### config.mk
export PLATFORM = sky130hd
export DESIGN_NAME = disp_irq_stat
export DESIGN_NICKNAME = d
export VERILOG_FILES = /design/src/rtl/disp_irq_pkg.sv /design/src/rtl/disp_irq_eval.sv /design/src/rtl/disp_evt_arb.sv /design/src/rtl/disp_status_regs.sv /design/src/rtl/disp_irq_stat.sv
export SDC_FILE = /design/constraint.sdc
export NUM_CORES = 1
export LEC_CHECK = 0
export BUFFER_PORTS_ARGS = -buffer_cell sky130_fd_sc_hd__buf_4
export CAP_MARGIN = 20
export CORE_ASPECT_RATIO = 1.1
export CORE_MARGIN = 1
export CORE_UTILIZATION = 40
export CTS_CLUSTER_SIZE = 10
export DETAILED_ROUTE_END_ITERATION = 6
export GPL_TIMING_DRIVEN = 0
export PLACE_DENSITY = 0.74
export REMOVE_ABC_BUFFERS = 1
export SLEW_MARGIN = 20
export SYNTH_ARGS = -nofsm -noshare
export SYNTH_HDL_FRONTEND = slang
export SYNTH_SLANG_ARGS = --single-unit
### constraint.sdc
create_clock -name clk_i -period 3.85 [get_ports clk_i]
set_clock_uncertainty 0.05 [all_clocks]
set_input_delay 0.385 -clock clk_i [delete_from_list [all_inputs] [get_ports clk_i]]
set_output_delay 0.385 -clock clk_i [all_outputs]
set_load 0.05 [all_outputs]
### src/rtl/disp_irq_pkg.sv
package disp_irq_pkg;
  localparam logic [2:0] A_CTRL0 = 3'd0;
  localparam logic [2:0] A_MASK5 = 3'd1;
  localparam logic [2:0] A_STAT0 = 3'd2;
  localparam logic [2:0] A_STAT1 = 3'd3;
  localparam logic [2:0] A_FID   = 3'd4;

  localparam logic [31:0] CTRL0_KEEP = 32'h07FF_FFFF;
  localparam logic [31:0] MASK5_KEEP = 32'h3F3F_3F3F;
  localparam logic [31:0] STAT0_W1C  = 32'h0000_0FFF;
  localparam logic [31:0] STAT1_W1C  = 32'h003E_3F3F;
  localparam logic [31:0] STAT1_USED = 32'h003F_3F3F;

  // status 0 layout
  localparam int S0_LDONE = 0;
  localparam int S0_SOF   = 1;
  localparam int S0_BERR  = 2;
  localparam int S0_ACB   = 3;
  localparam int S0_URUN0 = 4;
  localparam int S0_URUN1 = 5;
  localparam int S0_OURUN = 6;
  localparam int S0_QDIS  = 7;
  localparam int S0_EOF   = 8;
  localparam int S0_BRA   = 9;
  localparam int S0_SINT  = 10;
  localparam int S0_RDST  = 11;
  localparam int S0_CMD   = 12;
  localparam int S0_BCH_LO = 28;
  localparam int S0_BCH_HI = 30;

  // control 0 layout
  localparam int C0_EN      = 0;
  localparam int C0_M_LDONE = 3;
  localparam int C0_M_SOF   = 4;
  localparam int C0_M_URUN0 = 5;
  localparam int C0_M_EOF   = 6;
  localparam int C0_M_QDIS  = 11;
  localparam int C0_M_BRA   = 20;
  localparam int C0_M_OURUN = 21;
  localparam int C0_M_RDST  = 23;
  localparam int C0_M_CMD   = 24;

  // status 1 / mask 5: bit = base + ch - 1
  localparam int S1_SOF_BASE  = 0;
  localparam int S1_EOF_BASE  = 8;
  localparam int S1_BRA_BASE  = 16;
  localparam int S1_URUN_BASE = 24;
endpackage

### src/rtl/disp_irq_eval.sv
module disp_irq_eval
  import disp_irq_pkg::*;
(
  input  logic [31:0] ctrl0_i,
  input  logic [31:0] mask5_i,
  input  logic [12:0] stat0_i,
  input  logic [31:0] stat1_i,
  output logic        irq_o
);
  logic [12:0] s0_en;
  logic        s0_hit, s1_hit;

  always_comb begin
    s0_en = '0;
    s0_en[S0_LDONE] = ~ctrl0_i[C0_M_LDONE];
    s0_en[S0_SOF]   = ~ctrl0_i[C0_M_SOF];
    s0_en[S0_URUN0] = ~ctrl0_i[C0_M_URUN0];
    s0_en[S0_URUN1] = ~mask5_i[S1_URUN_BASE];
    s0_en[S0_OURUN] = ~ctrl0_i[C0_M_OURUN];
    s0_en[S0_QDIS]  = ~ctrl0_i[C0_M_QDIS];
    s0_en[S0_EOF]   = ~ctrl0_i[C0_M_EOF];
    s0_en[S0_BRA]   = ~ctrl0_i[C0_M_BRA];
    s0_en[S0_RDST]  = ~ctrl0_i[C0_M_RDST];
    s0_en[S0_CMD]   = ~ctrl0_i[C0_M_CMD];
  end

  assign s0_hit = |(stat0_i & s0_en);
  assign s1_hit = |(stat1_i & ~mask5_i);
  assign irq_o  = s0_hit | s1_hit;
endmodule

### src/rtl/disp_evt_arb.sv
module disp_evt_arb
  import disp_irq_pkg::*;
#(
  parameter int NCH   = 7,
  parameter int FID_W = 32
) (
  input  logic                 clk_i,
  input  logic                 rst_ni,
  input  logic [NCH-1:0]       sof_i,
  input  logic [NCH-1:0]       eof_i,
  input  logic [NCH-1:0]       bra_i,
  input  logic [NCH-1:0]       berr_i,
  input  logic [NCH*FID_W-1:0] fid_i,
  input  logic [31:0]          ctrl0_i,
  input  logic [31:0]          mask5_i,
  input  logic                 irq_i,
  output logic [31:0]          set0_o,
  output logic [31:0]          set1_o,
  output logic                 bch_vld_o,
  output logic [2:0]           bch_o,
  output logic                 id_ld_o,
  output logic [FID_W-1:0]     id_o
);
  // NCH is limited to 7 by the 3-bit channel field and the status 1 layout
  localparam int CHW = (NCH > 1) ? $clog2(NCH) : 1;

  logic [NCH-1:0] sof_m, eof_m, bra_m, hit;
  logic [CHW-1:0] win, bwin;
  logic           any_hit, multi, sint;

  for (genvar c = 0; c < NCH; c++) begin : g_ch
    if (c == 0) begin : g_base
      assign sof_m[c] = ctrl0_i[C0_M_SOF];
      assign eof_m[c] = ctrl0_i[C0_M_EOF];
      assign bra_m[c] = ctrl0_i[C0_M_BRA];
    end else begin : g_ext
      assign sof_m[c] = mask5_i[S1_SOF_BASE + c - 1];
      assign eof_m[c] = mask5_i[S1_EOF_BASE + c - 1];
      assign bra_m[c] = mask5_i[S1_BRA_BASE + c - 1];
    end
  end

  // bus error bypasses masks
  assign hit     = (sof_i & ~sof_m) | (eof_i & ~eof_m) | (bra_i & ~bra_m) | berr_i;
  assign any_hit = |hit;
  assign multi   = |(hit & (hit - NCH'(1)));
  assign sint    = any_hit & (irq_i | multi);

  always_comb begin
    win = '0;
    for (int c = NCH - 1; c >= 0; c--) if (hit[c]) win = CHW'(c);
  end

  always_comb begin
    bwin = '0;
    for (int c = NCH - 1; c >= 0; c--) if (berr_i[c]) bwin = CHW'(c);
  end

  always_comb begin
    set0_o = '0;
    set0_o[S0_SOF]  = sof_i[0];
    set0_o[S0_EOF]  = eof_i[0];
    set0_o[S0_BRA]  = bra_i[0];
    set0_o[S0_BERR] = |berr_i;
    set0_o[S0_SINT] = sint;
  end

  always_comb begin
    set1_o = '0;
    for (int c = 1; c < NCH; c++) begin
      set1_o[S1_SOF_BASE + c - 1] = sof_i[c];
      set1_o[S1_EOF_BASE + c - 1] = eof_i[c];
      set1_o[S1_BRA_BASE + c - 1] = bra_i[c];
    end
  end

  assign bch_vld_o = |berr_i;
  assign bch_o     = 3'(bwin);
  assign id_ld_o   = any_hit & ~irq_i;
  assign id_o      = fid_i[win*FID_W +: FID_W];

  logic unused_ctrl;
  assign unused_ctrl = ^{ctrl0_i, mask5_i};

  AST_TIE_SINT: assert property (@(posedge clk_i) disable iff (!rst_ni)
    (id_ld_o && multi) |-> set0_o[S0_SINT]);
  AST_BUSY_NO_LOAD: assert property (@(posedge clk_i) disable iff (!rst_ni)
    (any_hit && irq_i) |-> (!id_ld_o && set0_o[S0_SINT]));
endmodule

### src/rtl/disp_status_regs.sv
module disp_status_regs
  import disp_irq_pkg::*;
#(
  parameter int FID_W = 32
) (
  input  logic             clk_i,
  input  logic             rst_ni,
  input  logic             we_i,
  input  logic [2:0]       addr_i,
  input  logic [31:0]      wdata_i,
  input  logic [31:0]      set0_i,
  input  logic [31:0]      set1_i,
  input  logic             bch_vld_i,
  input  logic [2:0]       bch_i,
  input  logic             id_ld_i,
  input  logic [FID_W-1:0] id_i,
  output logic [31:0]      ctrl0_o,
  output logic [31:0]      mask5_o,
  output logic [31:0]      stat0_o,
  output logic [31:0]      stat1_o,
  output logic [FID_W-1:0] fid_o
);
  logic [31:0] ctrl0_q, mask5_q, stat0_q, stat1_q, stat0_d, stat1_d;
  logic [FID_W-1:0] fid_q;
  logic wr_ctrl0, wr_mask5, wr_stat0, wr_stat1, qd_evt;

  assign wr_ctrl0 = we_i && (addr_i == A_CTRL0);
  assign wr_mask5 = we_i && (addr_i == A_MASK5);
  assign wr_stat0 = we_i && (addr_i == A_STAT0);
  assign wr_stat1 = we_i && (addr_i == A_STAT1);
  assign qd_evt   = wr_ctrl0 && ctrl0_q[C0_EN] && !wdata_i[C0_EN];

  // clear first, then sets win
  always_comb begin
    stat0_d = stat0_q;
    if (wr_stat0) begin
      stat0_d = stat0_d & ~(wdata_i & STAT0_W1C);
      if (wdata_i[S0_BERR]) stat0_d[S0_BCH_HI:S0_BCH_LO] = '0;
    end
    stat0_d = stat0_d | set0_i;
    if (qd_evt)    stat0_d[S0_QDIS] = 1'b1;
    if (bch_vld_i) stat0_d[S0_BCH_HI:S0_BCH_LO] = bch_i;
  end

  always_comb begin
    stat1_d = stat1_q;
    if (wr_stat1) stat1_d = stat1_d & ~(wdata_i & STAT1_W1C);
    stat1_d = stat1_d | set1_i;
  end

  always_ff @(posedge clk_i or negedge rst_ni) begin
    if (!rst_ni) begin
      ctrl0_q <= '0;
      mask5_q <= '0;
      stat0_q <= '0;
      stat1_q <= '0;
      fid_q   <= '0;
    end else begin
      if (wr_ctrl0) ctrl0_q <= wdata_i & CTRL0_KEEP;
      if (wr_mask5) mask5_q <= wdata_i & MASK5_KEEP;
      stat0_q <= stat0_d;
      stat1_q <= stat1_d;
      if (id_ld_i) fid_q <= id_i;
    end
  end

  assign ctrl0_o = ctrl0_q;
  assign mask5_o = mask5_q;
  assign stat0_o = stat0_q;
  assign stat1_o = stat1_q;
  assign fid_o   = fid_q;

  AST_QD_ON_DISABLE: assert property (@(posedge clk_i) disable iff (!rst_ni)
    qd_evt |=> stat0_q[S0_QDIS]);
  AST_CMD_STICKY: assert property (@(posedge clk_i) disable iff (!rst_ni)
    stat0_q[S0_CMD] |=> stat0_q[S0_CMD]);
  AST_BCH_WITH_BERR: assert property (@(posedge clk_i) disable iff (!rst_ni)
    (stat0_q[S0_BCH_HI:S0_BCH_LO] != 3'd0) |-> stat0_q[S0_BERR]);
  AST_MASK5_KEEP: assert property (@(posedge clk_i) disable iff (!rst_ni)
    (mask5_q & ~MASK5_KEEP) == 32'd0);
  AST_S1_RSVD: assert property (@(posedge clk_i) disable iff (!rst_ni)
    (stat1_q & ~STAT1_USED) == 32'd0);
endmodule

### src/rtl/disp_irq_stat.sv
module disp_irq_stat
  import disp_irq_pkg::*;
#(
  parameter int NCH   = 7,
  parameter int FID_W = 32
) (
  input  logic                 clk_i,
  input  logic                 rst_ni,
  input  logic                 reg_we_i,
  input  logic [2:0]           reg_addr_i,
  input  logic [31:0]          reg_wdata_i,
  output logic [31:0]          reg_rdata_o,
  input  logic [NCH-1:0]       sof_i,
  input  logic [NCH-1:0]       eof_i,
  input  logic [NCH-1:0]       bra_i,
  input  logic [NCH-1:0]       berr_i,
  input  logic [NCH*FID_W-1:0] fid_i,
  input  logic                 last_done_i,
  input  logic                 acb_i,
  input  logic                 urun0_i,
  input  logic                 urun1_i,
  input  logic                 ourun_i,
  input  logic                 rd_stat_i,
  input  logic                 cmd_done_i,
  output logic                 irq_o
);
  logic [31:0] ctrl0, mask5, stat0, stat1, arb_set0, set0, set1, fid_ext;
  logic [FID_W-1:0] fid_q, id_val;
  logic bch_vld, id_ld, irq;
  logic [2:0] bch;

  disp_irq_eval u_eval (
    .ctrl0_i (ctrl0),
    .mask5_i (mask5),
    .stat0_i (stat0[12:0]),
    .stat1_i (stat1),
    .irq_o   (irq)
  );

  disp_evt_arb #(.NCH(NCH), .FID_W(FID_W)) u_arb (
    .clk_i     (clk_i),
    .rst_ni    (rst_ni),
    .sof_i     (sof_i),
    .eof_i     (eof_i),
    .bra_i     (bra_i),
    .berr_i    (berr_i),
    .fid_i     (fid_i),
    .ctrl0_i   (ctrl0),
    .mask5_i   (mask5),
    .irq_i     (irq),
    .set0_o    (arb_set0),
    .set1_o    (set1),
    .bch_vld_o (bch_vld),
    .bch_o     (bch),
    .id_ld_o   (id_ld),
    .id_o      (id_val)
  );

  always_comb begin
    set0 = arb_set0;
    set0[S0_LDONE] = arb_set0[S0_LDONE] | last_done_i;
    set0[S0_ACB]   = arb_set0[S0_ACB]   | acb_i;
    set0[S0_URUN0] = arb_set0[S0_URUN0] | urun0_i;
    set0[S0_URUN1] = arb_set0[S0_URUN1] | urun1_i;
    set0[S0_OURUN] = arb_set0[S0_OURUN] | ourun_i;
    set0[S0_RDST]  = arb_set0[S0_RDST]  | rd_stat_i;
    set0[S0_CMD]   = arb_set0[S0_CMD]   | cmd_done_i;
  end

  disp_status_regs #(.FID_W(FID_W)) u_regs (
    .clk_i     (clk_i),
    .rst_ni    (rst_ni),
    .we_i      (reg_we_i),
    .addr_i    (reg_addr_i),
    .wdata_i   (reg_wdata_i),
    .set0_i    (set0),
    .set1_i    (set1),
    .bch_vld_i (bch_vld),
    .bch_i     (bch),
    .id_ld_i   (id_ld),
    .id_i      (id_val),
    .ctrl0_o   (ctrl0),
    .mask5_o   (mask5),
    .stat0_o   (stat0),
    .stat1_o   (stat1),
    .fid_o     (fid_q)
  );

  always_comb begin
    fid_ext = '0;
    fid_ext[FID_W-1:0] = fid_q;
  end

  always_comb begin
    case (reg_addr_i)
      A_CTRL0: reg_rdata_o = ctrl0;
      A_MASK5: reg_rdata_o = mask5;
      A_STAT0: reg_rdata_o = stat0;
      A_STAT1: reg_rdata_o = stat1;
      A_FID:   reg_rdata_o = fid_ext;
      default: reg_rdata_o = '0;
    endcase
  end

  assign irq_o = irq;

  AST_ID_FROZEN_HIGH: assert property (@(posedge clk_i) disable iff (!rst_ni)
    irq |=> $stable(fid_q));
  AST_NO_IRQ_FROM_BERR: assert property (@(posedge clk_i) disable iff (!rst_ni)
    ((stat0[12:0] & ~13'h0404 & ~13'h0008) == 13'd0 && stat1 == 32'd0) |-> !irq_o);
endmodule

==> results of run 1 <==
==> flip-flops by register name (all words and copies together) (netlist names) <==
signal          cells
u_regs.fid_o       32
u_regs.ctrl0_o     27
u_regs.stat1_o     18
u_regs.mask5_o     24
u_regs.stat0_o     16
==> worst paths after layout <==
path | start | endpoint | cells past startpoint
worst max-delay path | u_regs.ctrl0_o[4]$_DFFE_PN0P_ | u_regs.fid_o[1]$_DFFE_PN0P_ | 9
worst min-delay path | acb_i | u_regs.stat0_o[3]$_DFF_PN0_ | 2
worst max register to register | u_regs.ctrl0_o[4]$_DFFE_PN0P_ | u_regs.fid_o[1]$_DFFE_PN0P_ | 9
worst min register to register | u_regs.stat0_o[2]$_DFF_PN0_ | u_regs.stat0_o[2]$_DFF_PN0_ | 1
max in group asynchronous | rst_ni | u_regs.fid_o[2]$_DFFE_PN0P_ | 3
min in group asynchronous | rst_ni | u_regs.stat0_o[5]$_DFF_PN0_ | 2
==> layout by cell type, fill, tap and decap left out, types with 13 or more instances in the layout <==
master,netlist,layout
a21o_1,22,22
nor3b_1,62,62
nor4_1,19,19
a21oi_1,65,64
nor2b_1,28,26
inv_1,15,15
mux2_2,51,51
nand2b_1,19,19
dfrtp_1,117,117
o21ai_0,13,13
a2111oi_4,30,30
mux2i_1,38,38
nand2_1,41,41
buf_4,5,326
o22ai_1,14,14
clkbuf_16,0,17
nor2_1,40,38
a211oi_1,58,58
nor4_2,21,21
and3_1,65,65
==> layout make-up <==
| cell class | count | area [um2] | area share (%) |
|---|---|---|---|
| timing repair buffer | 353 | 2970 | 24.1 |
| tap | 290 | 363 | 2.95 |
| multi-input combinational | 648 | 5410 | 43.9 |
| clock buffer | 21 | 470 | 3.82 |
| clock inverter | 11 | 126 | 1.03 |
| sequential | 117 | 2930 | 23.8 |
| inverter | 15 | 56.3 | 0.457 |
==> logic make-up after synthesis <==
logic type	after synthesis	share of synthesized area (%)
muxes	89	11.0
buffers and inverters	93	4.78
AOI/OAI and AO/OA	233	25.8
DFF	117	33.9
and+or+nand+nor	325	24.4
adders and majority gates	1	0.116
==> worst reg2reg max path: stages, from the launching register on <==
cell and delay (ps):
dfrtp_1 410, nor2b_1 140, or4_2 960, buf_16 280, nor4_4 200, o2111ai_4 450
buf_16 350, buf_16 180, a2111oi_2 420, nor4_1 120
==> stage by stage <==
stage               hold WS, ps  utilization (%)  power (mW)  std cells
CTS                        88.7             58.0        4.15       1455
global placement            413             52.3        2.46       1397
global route               92.8             58.0        4.28       1455
detailed placement          330             55.1        2.55       1422
finish                     99.3             58.0        4.14       1455
floorplan                  39.4                -        1.97        780
==> metal layers <==
layer	GRT usage, %	part of all wire (%)	vias up
met5	0	0.039	-
met4	15.5	4.1	2
met3	5.92	6.4	78
met2	51.4	49	408
met1	36.8	40	4206
li1	-	-	3838
==> power breakdown <==
| part | switching (mW) | total (mW) | internal (mW) |
|---|---|---|---|
| Clock | 0.595 | 1.60 | 1.00 |
| Combinational | 0.572 | 1.08 | 0.506 |
| Sequential | 0.102 | 1.46 | 1.36 |
| Total | 1.27 | 4.14 | 2.87 |
==> repair_timing <==
| action | in CTS | in global routing |
|---|---|---|
| gates resized for setup | 0 | 1 |
| hold buffers | 1 | 0 |
| endpoints found under the setup margin | 0 | 1 |
| hold endpoints to repair | 53 | 0 |
==> run_results.csv, run 1 <==
group,metric,value,unit
setup_path,worstPathBufferInverterCount,3,
drt,routed_wl,33.5,mm
pwr,p_leak,5.15,nW
floorplan,start_util,40.7,%
sta,hold_viol,0,
global_routing,antenna_found_initial,1,
finish,fillers,1870,
logic_synthesis,avgSynthCellArea,10.1,um2
job,maxCapViolCount,0,
setup_path,start_kind,"flop",
global_routing,grt_util_all_layers,30.5,%
clock_network,clk_pin_slew,60,ps
logic_synthesis,synth_top_cell_area_share,33.9,%
drt,detail_route.wl_per_cell,23.0,um
setup_path,cp_max_fo,18,
floorplan,fp-row-count,56,
logic_synthesis,synth.area.top_cells,"dfrtp_1 (34%), a2111oi_4 (9.6%), mux2_2 (6.6%)",
setup_path,worstPathCellList,"nor2b_1 -> or4_2 -> buf_16 -> nor4_4 -> o2111ai_4 -> buf_16 -> buf_16 -> a2111oi_2 -> nor4_1",
logic_synthesis,ys_seq_area_share,33.9,%
sta,fin_setup_tns,0,ps
pwr,powerDensity,336,nW/um2
clock_network,worstSkewPairLatency,420,ps
setup_path,critical_path_class,"reg2reg",
placed_design,dpl_cell_area,11700,um2
floorplan,dieArea,22200,um2
setup_path,arrival,3940,ps
placed_design,pre_cts_slack,-37.1,ps
setup_path,cp-end-kind,"flop",
pwr,peakVddDrop,0.188,mV
finish,fin_nets,1449,
global_routing,grt_pass1_vias,8786,
finish,syn_to_final_growth,42.6,%
clock_network,htreeDepth,4,
sta,max_slew.worst_pin.slew,1080,ps
placed_design,dpl.hpwl,25.3,mm
logic_synthesis,yosysUniqueCellTypes,50,
logic_synthesis,synth-main-ff-cell,"dfrtp_1",
clock_network,cts_buffer_depth,2,
drt,final_antenna_net_count,0,
global_routing,grt_max_degree,65,
logic_synthesis,netlist_area,8640,um2
drt,viasPerCell,5.86,
drt,via_count,8532,
floorplan,core,21200,um2
logic_synthesis,yosys.area.top_type,"dfrtp_1",
global_routing,grt_pass1_wl,50.8,mm
sta,setup_viol,0,
worst_hold_path,hold_class,"in2reg",
setup_path,regToRegSetupSlack,140,ps
clock_network,cts-root-buf,"clkbuf_16",
sta,fin_crit_sh,96.2,%
placed_design,portBuffers,327,
sta,rsz0062_at_grt,"false",
logic_synthesis,yosysMostFrequentCell,"dfrtp_1",
clock_network,numCtsBuffers,17,
logic_synthesis,yosysWarningCount,0,
floorplan,die_h,156,um
finish,drive_gt1_share,45.0,%
logic_synthesis,ys_ff_latch,117,
finish,fin_area,12300,um2
clock_network,cts_tree,"yes",
placed_design,place_congestion,0.910,
setup_path,required,4080,ps
sta,finalMaxSlewViolations,0,
sta,worst_slack,145,ps
logic_synthesis,synthTopCellsByCount,"dfrtp_1 (117), a21oi_1 (65), and3_1 (65)",
drt,drc,0,
sta,fmax,270,MHz
clock_network,post_cts_buffers,0,
global_routing,overflow,0,
drt,drtIter0Drc,609,
finish,antennaDiodeCount,0,
setup_path,path_delay_family,"simple AND/OR/NAND/NOR gates",
setup_path,worst_path_most_repeated_cell,"buf_16",
drt,firstDrtPassIters,5,
clock_network,cts.sinks,117,
sta,fin_crit,3710,ps
floorplan,pin_count,330,
outcome,status,"complete, no violations",
logic_synthesis,async_flop_share,100,%
sta,slew_headroom,27.5,%
setup_path,slowest_stage,"or4_2",
logic_synthesis,syn_inst,858,
logic_synthesis,synth_edf_count,0,
setup_path,slowest_delay,960,ps
floorplan,fp.dieW,142,um
(Power assumes the default switching activity.)
==> run 2, diff against run 1 <==
--- a/config.mk
+++ b/config.mk
@@ -6,7 +6,6 @@
 export NUM_CORES = 1
 export LEC_CHECK = 0
 export BUFFER_PORTS_ARGS = -buffer_cell sky130_fd_sc_hd__buf_4
-export CAP_MARGIN = 20
 export CORE_ASPECT_RATIO = 1.1
 export CORE_MARGIN = 1
 export CORE_UTILIZATION = 40
@@ -14,7 +13,6 @@
 export DETAILED_ROUTE_END_ITERATION = 6
 export GPL_TIMING_DRIVEN = 0
 export PLACE_DENSITY = 0.74
-export REMOVE_ABC_BUFFERS = 1
 export SLEW_MARGIN = 20
 export SYNTH_ARGS = -nofsm -noshare
 export SYNTH_HDL_FRONTEND = slang
==> run 2 against run 1 <==
Against the previous run:
- the flow now finishes with violations (design-rule violations)
- sequential power about the same
- utilization fell by 1.3 points
- power decreased by 2.5%
- maximum frequency is 8.6% higher
- clock-buffer cell count increased by 7
- global-route usage is 0.25 points higher
- die area unchanged
- first-iteration DRC count rose by 20%
- routed wire length rose by 0.60%
- flip-flop and latch count unchanged
- largest power group unchanged
==> run_results.csv, run 2 (same netlist as run 1, synthesis figures left out) <==
group,metric,value,unit
outcome,status,"finished with violations",
outcome,violations,"design-rule violations",
setup_path,crit_start,"u_regs.mask5_o[21]$_DFFE_PN0P_",
setup_path,start_kind,"flop",
clock_network,cts.sinks,117,
finish,final_cell_mix,"buf_4 (329), dfrtp_1 (117), and3_1 (65), a21oi_1 (65), nor3b_1 (62)",
floorplan,start_util,40.7,%
finish,final_common_cell,"buf_4",
sta,max_slew.worst_pin.slew,901,ps
drt,routed_wl,33.7,mm
setup_path,r2r_cells,7,
global_routing,grt_util_all_layers,30.7,%
drt,via_count,8569,
placed_design,dpl.hpwl,27.3,mm
finish,largest_reg_flops,32,
clock_network,worstSkewPairLatency,430,ps
sta,worst_slack,437,ps
finish,fin_nets,1501,
setup_path,regToRegSetupSlack,780,ps
floorplan,core,21200,um2
clock_network,numCtsBuffers,17,
sta,setup_viol,0,
floorplan,die_h,156,um
sta,rsz0062_at_grt,"false",
placed_design,place_congestion,0.975,
floorplan,fp-row-count,56,
sta,fin_crit,3410,ps
global_routing,grt_pass1_wl,50.7,mm
pwr,powerDensity,335,nW/um2
drt,final_antenna_net_count,0,
floorplan,pin_count,330,
sta,hold_viol,0,
job,maxCapViolCount,0,
setup_path,critical_path_class,"reg2out",
floorplan,dieArea,22200,um2
floorplan,fp.dieW,142,um
clock_network,cts_buffer_depth,2,
global_routing,grt_pass1_vias,8795,
placed_design,pre_cts_slack,624,ps
drt,firstDrtPassIters,7,
sta,fin_setup_tns,0,ps
worst_hold_path,hp-start,"ourun_i",
worst_hold_path,hold_class,"in2reg",
setup_path,arrival,2980,ps
finish,antennaDiodeCount,0,
pwr,p_leak,5.05,nW
worst_hold_path,worstHoldPathCells,2,
pwr,p_total,4.03,mW
setup_path,cp_max_fo,10,
clock_network,post_cts_buffers,0,
setup_path,r2r-start,"u_regs.mask5_o[11]$_DFFE_PN0P_",
setup_path,r2r_end,"u_regs.fid_o[27]$_DFFE_PN0P_",
finish,syn_to_final_growth,39.5,%
drt,viasPerCell,5.69,
finish,stdcell_count,1506,
global_routing,overflow,0,
sta,fmax,293,MHz
setup_path,crit_end,"irq_o",
sta,slew_headroom,39.4,%
placed_design,portBuffers,325,
drt,drtIter0Drc,728,
clock_network,cts_tree,"yes",
setup_path,cp-end-kind,"output pin",
clock_network,htreeDepth,4,
global_routing,antenna_found_initial,0,
drt,detail_route.wl_per_cell,22.4,um
pwr,peakVddDrop,0.239,mV
sta,finalMaxSlewViolations,0,
clock_network,clk_pin_slew,50,ps
logic_synthesis,synth_nets,1155,
sta,fin_crit_sh,88.6,%
clock_network,cts-root-buf,"clkbuf_16",
setup_path,required,3410,ps
drt,drc,1,
placed_design,dp.cells,1474,
finish,drive_gt1_share,41.4,%
global_routing,grt_max_degree,64,
## run 2: changes by cell type in the layout (fill, tap and decap cells not counted), moves of 3 or more
cell        change
buf_16         -11
clkbuf_1       +54
clkbuf_8        +3
buf_4           +3
buf_6           -5
clkinv_4        -3
buf_1           +7
clkinvlp_4      -4
buf_2          +12
## run 2: critical path, stage by stage, from the launching register on
cell and delay, ps:
dfrtp_1 400, nand2b_1 180, o2111ai_1 120, nor4_1 700, and2_1 230, buf_2 180, clkbuf_1 450, inv_1 80
buf_4 200
## run 2: how the worst min path moves through the flow
stage / endpoint
floorplan: u_regs.ctrl0_o[0]$_DFFE_PN0P_
global placement: u_regs.stat0_o[3]$_DFF_PN0_
detailed placement: u_regs.stat0_o[5]$_DFF_PN0_
CTS: u_regs.stat0_o[6]$_DFF_PN0_
global route: u_regs.stat0_o[3]$_DFF_PN0_
finish: u_regs.stat0_o[6]$_DFF_PN0_
## run 2: power by group
group	internal, mW	switching (mW)
registers	1.36	0.106
logic	0.482	0.552
clock network	0.984	0.549
## run 2: layout make-up
cell class              count  area (um2)
repair buffers            327        2480
well taps                 290         363
flip-flops and latches    117        2930
fillers                  1923        9180
plain buffers              78         357
inverters                  15        56.3
multi-input cells         648        5300
clock buffers              28         527
clock inverters             3        40.0
## run 2: layer usage
layer	wire length, um	track usage [%]
met1	13500	37.5
met2	16800	52.4
met3	2290	6.75
met4	1090	12.0
met5	0	0
## run 2: repair_timing
action	in CTS	in global routing
hold endpoints to repair	54	0
hold buffers	1	0
gates resized for setup	0	0
## run 2: through the flow
step	util, %	hold slack, ps	area, um2
after global placement	53.9	420	11400
after floorplan	-	39.4	8640
after detailed placement	54.0	333	11500
final	56.8	84.5	12100
after CTS	56.8	78.1	12100
after global routing	56.8	79.7	12100
==> run 3, diff against run 2 <==
--- a/config.mk
+++ b/config.mk
@@ -5,6 +5,7 @@
 export SDC_FILE = /design/constraint.sdc
 export NUM_CORES = 1
 export LEC_CHECK = 0
+export ABC_AREA = 1
 export BUFFER_PORTS_ARGS = -buffer_cell sky130_fd_sc_hd__buf_4
 export CORE_ASPECT_RATIO = 1.1
 export CORE_MARGIN = 1
==> run 3 against run 2 <==
Against the previous run:
- sequential power is essentially flat
- die area is 0.23% higher
- combinational power increased by 17%
- critical endpoint is now reg_rdata_o[19]
- maximum frequency increased by 25%
- the run now ends clean
- power up 5.2%
- flip-flop and latch count did not move
- sequential share of layout area down 0.14 points
- critical path type is now in2out
==> run_results.csv, run 3 <==
group,metric,value,unit
outcome,status,"complete, no violations",
drt,viasPerCell,5.14,
logic_synthesis,avgSynthCellArea,6.33,um2
logic_synthesis,ys_ff_latch,117,
logic_synthesis,yosysUniqueCellTypes,36,
finish,stdcell_count,2024,
pwr,power.internal,2.85,mW
sta,fmax,365,MHz
sta,fin_setup_tns,0,ps
sta,fin_crit_sh,71.1,%
drt,drc,0,
logic_synthesis,yosysWarningCount,0,
logic_synthesis,async_flop_share,100,%
global_routing,grt_pass1_wl,53.5,mm
logic_synthesis,synth_edf_count,0,
floorplan,fp-row-count,56,
clock_network,cts.sinks,117,
pwr,clkPwrFrac,37.0,%
pwr,seqPwrFrac,34.9,%
setup_path,arrival,2300,ps
setup_path,slowest_stage,"clkbuf_1",
setup_path,required,3410,ps
pwr,pwr-share-comb,28.2,%
setup_path,crit_cells,9,
sta,setup_viol,0,
clock_network,cts-root-buf,"clkbuf_16",
setup_path,cp-end-kind,"output pin",
global_routing,grt_max_degree,63,
drt,final_antenna_net_count,0,
clock_network,worstSkewPairLatency,420,ps
floorplan,dieArea,22200,um2
placed_design,portBuffers,327,
pwr,peakVddDrop,0.297,mV
logic_synthesis,netlist_area,8660,um2
logic_synthesis,synth_top_cell_area_share,33.8,%
drt,drtIter0Drc,800,
finish,final_cell_mix,"buf_4 (334), nand2_1 (333), inv_1 (289)",
floorplan,fp.dieW,142,um
floorplan,core,21300,um2
sta,fin_crit,2740,ps
sta,slew_headroom,51.8,%
setup_path,cp_max_fo,10,
finish,final_common_cell,"buf_4",
finish,fin_nets,2014,
floorplan,pin_count,330,
logic_synthesis,yosys.area.top_type,"dfrtp_1",
pwr,p_sw_share,32.8,%
finish,largest_reg_flops,32,
finish,drive_gt1_share,24.6,%
floorplan,start_util,40.7,%
floorplan,die_h,156,um
logic_synthesis,ys_seq_area_share,33.8,%
placed_design,dp.cells,1987,
logic_synthesis,synth.area.top_cells,"dfrtp_1 (34%), nand3_1 (15%), nand2_1 (14%)",
setup_path,critical_path_class,"in2out",
logic_synthesis,synthTopCellsByCount,"nand2_1 (333), inv_1 (289), nand3_1 (266)",
clock_network,cts_tree,"yes",
sta,fin_hold_ws,113,ps
pwr,powerDensity,350,nW/um2
finish,syn_to_final_growth,40.0,%
worst_hold_path,hold_class,"in2reg",
setup_path,start_kind,"input pin",
drt,firstDrtPassIters,5,
job,maxCapViolCount,0,
global_routing,overflow,0,
placed_design,place_congestion,0.990,
clock_network,clk_pin_slew,50,ps
placed_design,pre_cts_slack,1130,ps
drt,via_count,10400,
clock_network,htreeDepth,4,
setup_path,slowest_delay,450,ps
logic_synthesis,synth-main-ff-cell,"dfrtp_1",
global_routing,grt_pass1_vias,10000,
sta,rsz0062_at_grt,"false",
sta,finalMaxSlewViolations,0,
placed_design,dpl.hpwl,29.1,mm
global_routing,grt_util_all_layers,32.0,%
logic_synthesis,yosysMostFrequentCell,"nand2_1",
pwr,p_total,4.25,mW
sta,hold_viol,0,
pwr,p_leak,6.99,nW
sta,worst_slack,1110,ps
clock_network,numCtsBuffers,17,
logic_synthesis,synth_nets,1666,
finish,fillers,2210,
setup_path,path_delay_family,"buffers and inverters",
logic_synthesis,syn_inst,1369,
sta,max_slew.worst_pin.slew,724,ps
pwr,p_sw,1.39,mW
setup_path,r2r_cells,11,
worst_hold_path,worstHoldPathCells,2,
drt,routed_wl,35.6,mm
global_routing,antenna_found_initial,1,
clock_network,post_cts_resized,0,
clock_network,cts_buffer_depth,2,
setup_path,worstPathBufferInverterCount,5,
drt,detail_route.wl_per_cell,17.6,um
setup_path,worstPathCellList,"buf_4 -> nor2_1 -> nand2_1 -> inv_1 -> clkbuf_1 -> clkbuf_1 -> nand2_1 -> o2111ai_1 -> buf_4",
## run 3: changes by cell type after synthesis, sizes merged, moves of 48 or more
cell / previous run / this run
a211oi: 67 / 0
and3: 65 / 0
inv: 15 / 293
mux2: 51 / 3
nand2: 42 / 338
nand3: 2 / 266
nor3b: 62 / 0
o21ai: 14 / 82
## run 3: metal layers
layer	up-vias	track usage [%]	share of wire, %
met5	-	0	0
met4	0	11.7	3.3
met3	79	6.24	9.3
met2	551	57.2	50
met1	4764	37.6	38
li1	5011	-	-
## run 3: final timing paths
path | endpoint | from | slack (ps)
max | reg_rdata_o[19] | reg_addr_i[1] | 1110
min | u_regs.stat0_o[12]$_DFF_PN0_ | cmd_done_i | 110
max reg2reg | u_regs.fid_o[13]$_DFFE_PN0P_ | u_regs.ctrl0_o[4]$_DFFE_PN0P_ | 1240
min reg2reg | u_regs.stat1_o[16]$_DFF_PN0_ | u_regs.stat1_o[16]$_DFF_PN0_ | 410
max in group asynchronous | u_regs.mask5_o[3]$_DFFE_PN0P_ | rst_ni | 2610
min in group asynchronous | u_regs.ctrl0_o[17]$_DFFE_PN0P_ | rst_ni | 450
## run 3: cells by family (layout without fill, tap and decap cells)
family / count (synthesis) / count (layout) / share of synthesized area [%]
buffers and inverters: 372 / 733 / 17.9
muxes: 3 / 3 / 0.390
other: 0 / 4 / 0
and+or+nand+nor: 709 / 709 / 36.2
DFF: 117 / 117 / 33.8
AOI/OAI and AO/OA: 168 / 168 / 11.7
## run 3: through the flow
stage	utilization [%]	instance area, um2
4_1_cts	56.9	12100
6_report	56.9	12100
5_1_grt	56.9	12100
3_5_place_dp	54.0	11500
2_1_floorplan	-	8660
3_3_place_gp	53.9	11500
## run 3: timing repair
| item | 4_1_cts | 5_1_grt |
|---|---|---|
| hold endpoints to repair | 55 | 0 |
| setup endpoints to repair | 0 | 0 |
| buffers inserted | 0 | 0 |
| hold buffers | 1 | 0 |
## run 3: final cells by class
class                      instances  area [um2]  share of cell area, %
clock buffer                      19         443                   3.65
inverter                         295        1110                   9.14
clock inverter                    13         149                   1.23
timing repair buffer             329        2500                   20.6
antenna                            4        10.0                 0.0826
buffer                            77         439                   3.62
multi-input combinational        880        4190                   34.5
tap                              290         363                   2.99
sequential                       117        2930                   24.2
## run 3: power groups by stage
| stage | Sequential (mW) | Clock, mW | Combinational (mW) |
|---|---|---|---|
| after CTS | 1.48 | 1.57 | 1.19 |
| final | 1.48 | 1.57 | 1.20 |
| after global placement | 1.49 | 0 | 1.16 |
| after floorplan | 1.46 | 0 | 0.682 |
| after global routing | 1.49 | 1.63 | 1.31 |
| after detailed placement | 1.50 | 0 | 1.18 |
